$ cat src/rtl/dr_add_pkg.sv
package dr_add_pkg;

    // Two-wire carry code: {hi, lo} = 00 empty, 01 carry 0, 10 carry 1
    typedef struct packed {
        logic hi;
        logic lo;
    } rail_t;

    localparam rail_t RAIL_EMPTY = '{hi: 1'b0, lo: 1'b0};

    typedef enum logic [1:0] {
        PH_IDLE   = 2'd0,
        PH_EVAL   = 2'd1,
        PH_SPACER = 2'd2
    } phase_t;

    function automatic logic rail_valid(input rail_t r);
        return r.hi | r.lo;
    endfunction

    function automatic rail_t rail_of(input logic v);
        rail_t r;
        r.hi = v;
        r.lo = ~v;
        return r;
    endfunction

endpackage

$ cat src/rtl/dr_carry_cell.sv
module dr_carry_cell
    import dr_add_pkg::*;
(
    input  logic  clk,
    input  logic  rst,
    input  logic  clr,
    input  logic  eval_en,
    input  logic  bit_a,
    input  logic  bit_b,
    input  rail_t cin,
    output rail_t cout_q
);

    rail_t nxt;

    always_comb begin
        nxt = cout_q;
        if (clr) begin
            nxt = RAIL_EMPTY;
        end else if (eval_en && !rail_valid(cout_q)) begin
            if (bit_a == bit_b) begin
                // kill (0,0) or generate (1,1): independent of carry-in
                nxt = rail_of(bit_a);
            end else if (rail_valid(cin)) begin
                // propagate: pass the settled carry-in on
                nxt = cin;
            end
        end
    end

    always_ff @(posedge clk) begin
        if (rst) cout_q <= RAIL_EMPTY;
        else     cout_q <= nxt;
    end

endmodule

$ cat src/rtl/dr_completion.sv
module dr_completion #(
    parameter int W = 33
) (
    input  logic [W-1:0] rail_lo,
    input  logic [W-1:0] rail_hi,
    output logic         all_set,
    output logic         all_clear
);

    logic [W-1:0] settled;

    assign settled   = rail_lo | rail_hi;
    assign all_set   = &settled;
    assign all_clear = ~|settled;

endmodule

$ cat src/rtl/dr_ctrl.sv
module dr_ctrl
    import dr_add_pkg::*;
(
    input  logic clk,
    input  logic rst,
    input  logic start,
    input  logic all_set,
    input  logic all_clear,
    output logic load_en,
    output logic eval_en,
    output logic clr_en,
    output logic done,
    output logic busy
);

    phase_t state_q, state_d;

    assign load_en = (state_q == PH_IDLE) && start;
    assign eval_en = (state_q == PH_EVAL);
    assign done    = eval_en && all_set;
    assign clr_en  = done || (state_q == PH_SPACER);
    assign busy    = (state_q != PH_IDLE);

    always_comb begin
        state_d = state_q;
        unique case (state_q)
            PH_IDLE:   if (start)     state_d = PH_EVAL;
            PH_EVAL:   if (all_set)   state_d = PH_SPACER;
            PH_SPACER: if (all_clear) state_d = PH_IDLE;
            default:                  state_d = PH_IDLE;
        endcase
    end

    always_ff @(posedge clk) begin
        if (rst) state_q <= PH_IDLE;
        else     state_q <= state_d;
    end

endmodule

$ cat src/rtl/dr_ripple_adder.sv
module dr_ripple_adder
    import dr_add_pkg::*;
#(
    parameter int WIDTH = 32
) (
    input  logic             clk,
    input  logic             rst,
    input  logic             start,
    input  logic [WIDTH-1:0] opa,
    input  logic [WIDTH-1:0] opb,
    output logic [WIDTH-1:0] sum,
    output logic             cout,
    output logic             done,
    output logic             busy
);

    // cell 0 holds the carry into bit 0; cell j>0 holds the carry out of bit j-1
    localparam int CELLS = WIDTH + 1;

    logic [WIDTH-1:0] opa_q, opb_q;
    logic [CELLS-1:0] ext_a, ext_b;
    logic [CELLS-1:0] rail_lo, rail_hi;
    logic             load_en, eval_en, clr_en, all_set, all_clear;
    rail_t            chain [CELLS];

    always_ff @(posedge clk) begin
        if (rst) begin
            opa_q <= '0;
            opb_q <= '0;
        end else if (load_en) begin
            opa_q <= opa;
            opb_q <= opb;
        end
    end

    // bit 0 of the extension is a kill pair, so the carry-in settles to 0
    assign ext_a = {opa_q, 1'b0};
    assign ext_b = {opb_q, 1'b0};

    for (genvar j = 0; j < CELLS; j++) begin : g_cell
        rail_t cin_w;
        if (j == 0) begin : g_first
            assign cin_w = RAIL_EMPTY;
        end else begin : g_next
            assign cin_w = chain[j-1];
        end

        dr_carry_cell u_cell (
            .clk    (clk),
            .rst    (rst),
            .clr    (clr_en),
            .eval_en(eval_en),
            .bit_a  (ext_a[j]),
            .bit_b  (ext_b[j]),
            .cin    (cin_w),
            .cout_q (chain[j])
        );

        assign rail_lo[j] = chain[j].lo;
        assign rail_hi[j] = chain[j].hi;
    end

    for (genvar i = 0; i < WIDTH; i++) begin : g_sum
        assign sum[i] = opa_q[i] ^ opb_q[i] ^ chain[i].hi;
    end

    assign cout = chain[WIDTH].hi;

    dr_completion #(.W(CELLS)) u_detect (
        .rail_lo  (rail_lo),
        .rail_hi  (rail_hi),
        .all_set  (all_set),
        .all_clear(all_clear)
    );

    dr_ctrl u_ctrl (
        .clk      (clk),
        .rst      (rst),
        .start    (start),
        .all_set  (all_set),
        .all_clear(all_clear),
        .load_en  (load_en),
        .eval_en  (eval_en),
        .clr_en   (clr_en),
        .done     (done),
        .busy     (busy)
    );

endmodule

$ cat config.mk
export PLATFORM = sky130hd
export DESIGN_NAME = dr_ripple_adder
export DESIGN_NICKNAME = d
export VERILOG_FILES = /design/src/rtl/dr_add_pkg.sv /design/src/rtl/dr_carry_cell.sv /design/src/rtl/dr_completion.sv /design/src/rtl/dr_ctrl.sv /design/src/rtl/dr_ripple_adder.sv
export SDC_FILE = /design/constraint.sdc
export NUM_CORES = 1
export LEC_CHECK = 0
export ABC_AREA = 1
export CELL_PAD_IN_SITES_DETAIL_PLACEMENT = 0
export CELL_PAD_IN_SITES_GLOBAL_PLACEMENT = 2
export CORE_ASPECT_RATIO = 2
export CORE_MARGIN = 1
export CORE_UTILIZATION = 29
export DETAILED_ROUTE_END_ITERATION = 7
export MAX_ROUTING_LAYER = met4
export PLACE_DENSITY_LB_ADDON = 0.1
export SYNTH_ARGS = -nofsm -noshare
export SYNTH_HDL_FRONTEND = slang
export SYNTH_HIERARCHICAL = 1
export SYNTH_SLANG_ARGS = --single-unit
$ cat constraint.sdc
create_clock -name clk -period 2.7 [get_ports clk]
set_input_delay 0.675 -clock clk [delete_from_list [all_inputs] [get_ports clk]]
set_output_delay 0.675 -clock clk [all_outputs]
set_load 0.05 [all_outputs]
## Yosys cells after proc, flatten, opt, wreduce, memory -nomap -nowiden

Cells that the tools add are included.

- Bitwise logic cells: 128
- Muxes and demuxes: 68
- Reduce and logical (&&, ||, !) cells: 139
- Eq/ne operators: 37

Operator list:

| cell | count |
|---|---|
| two-way mux 2 bit | 67 |
| nonzero test 2 bit | 33 |
| AND reduction 2 bit | 32 |
| bitwise XOR 1 bit | 63 |
| logical AND 1 bit | 35 |
| zero test 1 bit | 33 |
| bitwise OR 33 bit | 1 |
| AND reduction 33 bit | 1 |
| OR reduction 33 bit | 1 |
| == test 1 bit | 32 |
| NOT 1 bit | 32 |
| bitwise OR 1 bit | 32 |
| case mux 2 bit (3 select lines) | 1 |
| != test 2 bit (second input constant) | 2 |
| AND reduction 3 bit | 1 |
| == test 2 x 1 -> 1 bit (second input constant) | 1 |
| == test 2 bit (second input constant) | 1 |
| zero test 2 bit | 1 |
| != test 2 x 1 -> 1 bit (second input constant) | 1 |
| OR reduction 2 bit | 1 |
| logical OR 1 bit | 1 |

- Word-level logic and storage cells: 440
- Bits in registers: 131
- Output and inout port bits: 35
- Input port bits: 67

## Longest topological paths before layout

Gate-level depths: netlist of the first run.

- Depth in word-level cells: 5
- Mapped depth: 10
- Mapped depth without buffers: 10

## By module

The synthesis of the first run kept the hierarchy.

By module, submodules not included:

| module | cells each | instances | area each (um^2) | sequential area each (um^2) |
|---|---|---|---|---|
| dr_carry_cell | 20 | 33 | 116.4 | 40.0 |
| dr_ripple_adder | 566 | 1 | 3,365.7 | 1,281.2 |
| dr_completion | 91 | 1 | 379.1 | 0.0 |
| dr_ctrl | 21 | 1 | 117.6 | 40.0 |

## Least setup slack after synthesis of the first run

OpenSTA, ideal clock, no wires.

- Path type: flip-flop to output port
- From: register g_cell[32].u_cell/cout_q[1] (netlist bit)
- To: output port done
- Path buffers: 0
- Required time: 2.025 ns
- Setup slack: 0.436 ns
- Cell stages (with the launch flop): 9
- Arrival: 1.589 ns
- Cell sequence: dfxtp_1 > nor2_1 > nor2_1 > nand2_1 > nor2_1 > nand3_1 > nor2_1 > nand3_1 > inv_1

- Longest elaborated chain between the ends: 3

Ends and longest elaborated chain:

| element | RTL line | source |
|---|---|---|
| start, declared | dr_carry_cell.sv:11 | `output rail_t cout_q` |
| start signal, assigned | dr_carry_cell.sv:33 | `else cout_q <= nxt;` |
| bitwise OR 33 bit | dr_completion.sv:12 | `assign settled = rail_lo \| rail_hi;` |
| AND reduction 33 bit | dr_completion.sv:13 | `assign all_set = &settled;` |
| named net all_set | dr_ripple_adder.sv:23 | `logic load_en, eval_en, clr_en, all_set, all_clear;` |
| logical AND 1 bit | dr_ctrl.sv:20 | `assign done = eval_en && all_set;` |
| end, declared | dr_ripple_adder.sv:13 | `output logic done,` |

The timed path passes the listed nets, and every way through them passes these cells.

## Worst setup path in the final report of the first run

- From: register opb_q[28]
- To: output port sum[28]

- Longest elaborated chain between the ends: 2

Ends and longest elaborated chain:

| element | RTL line | source |
|---|---|---|
| start, declared | dr_ripple_adder.sv:20 | `logic [WIDTH-1:0] opa_q, opb_q;` |
| start signal, assigned | dr_ripple_adder.sv:32 | `opb_q <= opb;` |
| bitwise XOR 1 bit (2 in series) | dr_ripple_adder.sv:64 | `assign sum[i] = opa_q[i] ^ opb_q[i] ^ chain[i].hi;` |
| end, declared | dr_ripple_adder.sv:11 | `output logic [WIDTH-1:0] sum,` |

No other way between the ends.

==> flow_metrics.tcl, run 1 <==
set metrics [dict create \
    status "finished, final reports clean" \
    rsz0062_at_grt "yes" \
    placed_area_um2 9130 \
    crit_path_max_fanout 5 \
    coreArea_um2 26200 \
    fillers 2918 \
    drc 0 \
    yosysSeqAreaShare_pct 34.3 \
    finalMaxSlewViolations 0 \
    cts_buffers 17 \
    grt-ovfl-total 0 \
    async_flop_share_pct 0 \
    fp.dieW_um 117 \
    h-tree-depth 4 \
    power.switching_w 0.00165 \
    ys_seq_elements 132 \
    tightest_slew_ns 0.561 \
    synth_edf_count 0 \
    syn_area_per_cell_um2 5.76 \
    switching_share_pct 29.4 \
    route.antenna.remaining_nets 0 \
    postCtsSetupRepairBufs 0 \
    slew_headroom_pct 62.5 \
    grt_pass1_wl_um 36500 \
    dp_hpwl_um 17100 \
    yosysUniqueCellTypes 21 \
    dieHeight_um 232 \
    skew_ns 0.0201 \
    grt_pass1_vias 7611 \
    synth_area_leaders "dfxtp_1, nand2_1, inv_1" \
    yosysTopAreaCell "dfxtp_1" \
    drt_iter0_markers 239 \
    synth.most_common_cell "nand2_1" \
    grt_max_degree 66 \
    final.setup.worst_slack_ns 0.116 \
    finalHoldViolations 0 \
    period_needed_ns 2.58 \
    clockRootBuffer "clkbuf_16" \
    hold_buffers 0 \
    ys.warnings.count 6 \
    worstPathRequired_ns 2.03 \
    leakage_nw 4.84 \
    hold_path_depth 2 \
    die-area_um2 27300 \
    clk-insertion-delay-late_ns 0.44 \
    r2r_cells 10 \
    worst_setup_path_start_kind "register" \
    max-cap-violations 0 \
    antenna_found_initial 0 \
    viasPerCell 4.23 \
    cts_tree "done" \
    dp_slack_ns 0.504 \
    irDropWorstVdd_v 0.000432 \
    initial_core_util_pct 29.4 \
    crit_type "reg2out" \
    cts_resized 0 \
    final_util_pct 37.5 \
    fmaxAchievable_mhz 387 \
    syn_inst 1338 \
    clockPowerShare_pct 42.3 \
    stdcell_area_um2 9810 \
    synth_area_um2 7700 \
    synth_top_area_share_pct 34.3 \
    power_density_nw_per_um2 573 \
    arrival_ns 1.91 \
    wl_um 22600 \
    p_seq_share_pct 38.7 \
    layout-drive-gt1-share_pct 3.96 \
    syn2layout_area_growth_pct 27.3 \
    vias 7658 \
    place_inst 1779 \
    avgRoutedWirePerCell_um 12.5 \
    cts.clk_slew.worst_paths_ns 0.06 \
    finalSetupViolations 0 \
    diodes 0 \
    fin_hold_ws_ns 0.479 \
    rows 84 \
    period_share_pct 95.7 \
    port_buffers 101 \
    synth-main-ff-cell "dfxtp_1" \
    cts_max_path_buffers 2 \
    track_usage_pct 18.5 \
    instances_no_fill 1810 \
    drt-pass1-iter-count 4 \
    numClockSinks 132 \
    internal_power_w 0.00397 \
    hold_path_class "reg2reg" \
    p_comb_share_pct 19.0 \
    num_io_pins 102 \
    gp_congestion 0.739 \
    cp-end-kind "output pin" \
    finalNetCount 1521 \
    synth.top_cells.by_count "nand2_1, inv_1, dfxtp_1" \
]
==> metal layers <==
metal | GRT usage, % | part of all wire (%)
met1 | 17.3 | 38
met2 | 36.0 | 58
met3 | 3.57 | 2.2
met4 | 6.21 | 1.1
met5 | - | 0
==> registers in the layout, indices dropped and copies added, names as in the netlist <==
signal	cells
opb_q	32
u_ctrl/state_q	2
opa_q	32
g_cell.u_cell/cout_q	66
==> power by group through the flow <==
stage	logic, W	clock network (W)	registers, W
CTS	0.00110	0.00246	0.00218
global placement	0.00110	0	0.00221
global route	0.00121	0.00253	0.00219
detailed placement	0.00110	0	0.00222
finish	0.00107	0.00238	0.00217
floorplan	0.000725	0	0.00218
==> final timing paths <==
path / from / end / slack (ns)
setup / recovery: opb_q[28] / sum[28] / 0.12
hold / removal: g_cell[32].u_cell/cout_q[0] / g_cell[32].u_cell/cout_q[0] / 0.48
setup reg to reg: g_cell[10].u_cell/cout_q[1] / g_cell[17].u_cell/cout_q[0] / 0.72
hold reg to reg: g_cell[32].u_cell/cout_q[0] / g_cell[32].u_cell/cout_q[0] / 0.48
==> per-stage QoR <==
step	total power (W)	setup TNS [ns]
floorplan	0.00291	0
global placement	0.00331	0
detailed placement	0.00331	0
CTS	0.00574	0
global route	0.00594	-0.0435
finish	0.00562	0
==> cell usage in the layout, fill, tap and decap left out, types with 6 or more instances in the layout <==
master	synthesis	routed
nand3_1	36	36
inv_1	301	301
dfxtp_2	0	13
dlymetal6s2s_1	0	28
clkbuf_8	6	6
conb_1	1	6
nand3b_1	34	34
buf_4	1	9
nand2_1	547	547
or2_1	36	35
a21oi_1	131	131
clkbuf_16	0	17
clkdlybuf4s50_1	0	71
nor2_1	90	89
dfxtp_1	132	119
==> critical path: stages, from the launching register on <==
cell             delay, ns
dfxtp_1               0.40
inv_1                 0.06
nand2_1               0.07
nand3_1               0.07
nand2_1               0.07
clkdlybuf4s50_1       0.79
==> final cells by class <==
| class | instances | area [µm²] | area share (%) |
|---|---|---|---|
| well taps | 344 | 430 | 4.39 |
| inverters | 303 | 1140 | 11.6 |
| multi-input cells | 888 | 3800 | 38.7 |
| clock inverters | 3 | 65.1 | 0.663 |
| flip-flops and latches | 132 | 2660 | 27.1 |
| repair buffers | 112 | 1190 | 12.2 |
| clock buffers | 28 | 527 | 5.37 |
==> logic make-up after synthesis <==
group           Yosys count  synth area share [%]
buf+inv                 323                  16.8
other cells               1                0.0487
simple gates            749                  40.2
flops                   132                  34.3
compound gates          133                  8.64
(Power assumes the default switching activity.)
==> run 2: changes to the inputs <==
--- a/config.mk
+++ b/config.mk
@@ -5,12 +5,10 @@
 export SDC_FILE = /design/constraint.sdc
 export NUM_CORES = 1
 export LEC_CHECK = 0
-export ABC_AREA = 1
 export CELL_PAD_IN_SITES_DETAIL_PLACEMENT = 0
 export CELL_PAD_IN_SITES_GLOBAL_PLACEMENT = 2
 export CORE_ASPECT_RATIO = 2
-export CORE_MARGIN = 1
-export CORE_UTILIZATION = 29
+export CORE_UTILIZATION = 30
 export DETAILED_ROUTE_END_ITERATION = 7
 export MAX_ROUTING_LAYER = met4
 export PLACE_DENSITY_LB_ADDON = 0.1
==> constraint.sdc (replaced) <==
create_clock -name clk -period 2.7 [get_ports clk]
set_input_delay 0.405 -clock clk [delete_from_list [all_inputs] [get_ports clk]]
set_output_delay 0.405 -clock clk [all_outputs]
set_load 0.05 [all_outputs]
==> run 2 against run 1 <==
- global-route usage decreased by 0.31 points
- highest routed layer unchanged
- cell area decreased by 7.9%
- final cell count decreased by 34%
- non-clock buffer count increased by 19
- combinational power increased by 4%
- power decreased by 1.5%
- sequential power increased by 4%
- sequential share of layout area increased by 2.7 points
- flip-flop and latch count unchanged
- wire length decreased by 14%
- clock power decreased by 8.8%
- clock skew decreased by 0.011 ns
==> flow_metrics.tcl, run 2 <==
set metrics [dict create \
    power.switching_w 0.00165 \
    tightest_slew_ns 0.569 \
    period_needed_ns 2.60 \
    port_buffers 101 \
    dieHeight_um 216 \
    yosysUniqueCellTypes 29 \
    layout-drive-gt1-share_pct 17.7 \
    biggestRegsByFlops "g_cell.u_cell/cout_q x66, opa_q x32, opb_q x32" \
    final.setup.worst_slack_ns 0.0990 \
    final_util_pct 40.6 \
    route.antenna.remaining_nets 0 \
    cts.clk_slew.worst_paths_ns 0.06 \
    async_flop_share_pct 0 \
    wl_um 19400 \
    grt_pass1_vias 5934 \
    worst_path_largest_cell_delay_ns 0.87 \
    largest_reg_flops 66 \
    clockPowerShare_pct 39.3 \
    slew_headroom_pct 61.7 \
    regMostFlops "g_cell.u_cell/cout_q" \
    syn_area_per_cell_um2 8.93 \
    crit_path_max_fanout 6 \
    fin_hold_ws_ns 0.439 \
    initial_core_util_pct 30.8 \
    num_io_pins 102 \
    crit_top_cell "xnor2_1" \
    irDropWorstVdd_v 0.000387 \
    internal_power_w 0.00388 \
    skew_ns 0.00913 \
    cts_tree "done" \
    yosysSeqAreaShare_pct 38.6 \
    p_seq_share_pct 40.7 \
    drc 0 \
    die-area_um2 23500 \
    clockRootBuffer "clkbuf_16" \
    finalSetupViolations 0 \
    synth_area_um2 6850 \
    status "finished, final reports clean" \
    syn2layout_area_growth_pct 32.0 \
    crit_slowest_cell "clkdlybuf4s50_1" \
    final_common_cell "nor2_1" \
    dp_slack_ns 0.133 \
    synth-main-ff-cell "dfxtp_1" \
    final_cell_mix "nor2_1, dfxtp_1, clkdlybuf4s50_1, xnor2_1, mux2i_1" \
    finalPower_w 0.00554 \
    cts_buffers 17 \
    antenna_found_initial 0 \
    gp_congestion 0.785 \
    power_density_nw_per_um2 613 \
    path_buf_inv 1 \
    viasPerCell 4.91 \
    leakage_nw 3.15 \
    crit_type "reg2out" \
    worstPathRequired_ns 2.30 \
    diodes 0 \
    rows 77 \
    cp-end-kind "output pin" \
    grt_max_degree 40 \
    synth_area_leaders "dfxtp_1, nor2_1, mux2i_1" \
    hold_buffers 0 \
    clk-insertion-delay-late_ns 0.44 \
    fmaxAchievable_mhz 384 \
    synth_top_area_share_pct 38.6 \
    cts_max_path_buffers 2 \
    numClockSinks 132 \
    period_share_pct 96.3 \
    finalMaxSlewViolations 0 \
    avgRoutedWirePerCell_um 16.1 \
    grt-ovfl-total 0 \
    yosysTopAreaCell "dfxtp_1" \
    synth.most_common_cell "nor2_1" \
    ys_seq_elements 132 \
    ys.warnings.count 6 \
    synth_edf_count 0 \
    p_comb_share_pct 20.0 \
    grt_pass1_wl_um 31000 \
    drt-pass1-iter-count 4 \
    max-cap-violations 0 \
    track_usage_pct 18.2 \
    hold_path_class "in2reg" \
    h-tree-depth 4 \
    arrival_ns 2.20 \
    cpLargestDelayFamily "buffers and inverters" \
    worst_setup_path_start_kind "register" \
    path_cells "xnor2_1, xnor2_1, clkdlybuf4s50_1" \
    fp.dieW_um 109 \
    finalNetCount 979 \
    syn_inst 767 \
    finalHoldViolations 0 \
    coreArea_um2 22300 \
    synth.top_cells.by_count "nor2_1, dfxtp_1, mux2i_1, xnor2_1" \
    drt_iter0_markers 219 \
    vias 5887 \
    switching_share_pct 29.9 \
    dp_hpwl_um 14300 \
]
run 2: layer usage:
layer / up-vias / wire length (µm) / global-route usage, %
met2: 97 / 11000 / 33.6
li1: 2962 / - / -
met4: 0 / 588 / 8.51
met5: - / 0 / -
met1: 2803 / 7220 / 17.3
met3: 25 / 584 / 3.96
run 2: path summary, 6_finish.rpt:
kind              cells past startpoint  slack, ns                           to                         from
setup / recovery                      3        0.1                      sum[31]                    opa_q[31]
hold reg to reg                       1       0.49  g_cell[14].u_cell/cout_q[1]  g_cell[14].u_cell/cout_q[1]
hold / removal                        2       0.44                     opa_q[7]                          rst
setup reg to reg                     11       0.38   g_cell[5].u_cell/cout_q[0]   g_cell[9].u_cell/cout_q[1]
run 2: cell families after synthesis:
| kind of cell | Yosys count | share of synthesized area, % |
|---|---|---|
| AND/OR/NAND/NOR | 347 | 26.9 |
| buffers and inverters | 17 | 2.05 |
| XOR/XNOR | 64 | 8.19 |
| other | 1 | 0.0548 |
| multiplexers | 64 | 9.36 |
| AO/OA/AOI/OAI | 142 | 14.8 |
| flip-flops | 132 | 38.6 |
run 2: power by group through the flow:
stage / logic, W / clock network [W] / registers [W]
after global routing: 0.00120 / 0.00231 / 0.00228
after detailed placement: 0.00111 / 0 / 0.00230
final: 0.00111 / 0.00217 / 0.00226
after floorplan: 0.000740 / 0 / 0.00225
after global placement: 0.00110 / 0 / 0.00230
after CTS: 0.00112 / 0.00224 / 0.00226
run 2: area by class of cell:
| class | count | area (µm²) |
|---|---|---|
| Sequential cell | 132 | 2700 |
| Clock buffer | 26 | 489 |
| Fill cell | 2275 | 13200 |
| Multi-Input combinational cell | 627 | 4150 |
| Clock inverter | 5 | 50.0 |
| Timing Repair Buffer | 131 | 1290 |
| Inverter | 3 | 11.3 |
| Tap cell | 276 | 345 |
run 2: worst register-to-register path, stage by stage, from the launching register on:
cell and delay (ns):
dfxtp_1 0.46, nor2_1 0.13, nor4_1 0.27, nand3_1 0.12, nor4_2 0.30, nand3b_1 0.16
buf_4 0.17, o21ai_2 0.08, buf_4 0.25, nor2_1 0.09, o21ai_0 0.11, nor2_1 0.07
run 2: stage by stage:
stage	setup TNS [ns]	std cells	cell area, µm²
6_report	0	1200	9030
2_1_floorplan	0	776	6880
4_1_cts	0	1198	8950
3_5_place_dp	0	1166	8380
3_3_place_gp	0	1166	8380
5_1_grt	-0.000615	1200	9030
run 2: timing repair:
action | in CTS | in global routing
hold endpoints to repair | 0 | 0
buffers inserted | 1 | 2
gates cloned | 0 | 0
pin swaps | 3 | 5
resized for setup | 11 | 33
endpoints found under the setup margin | 1 | 5
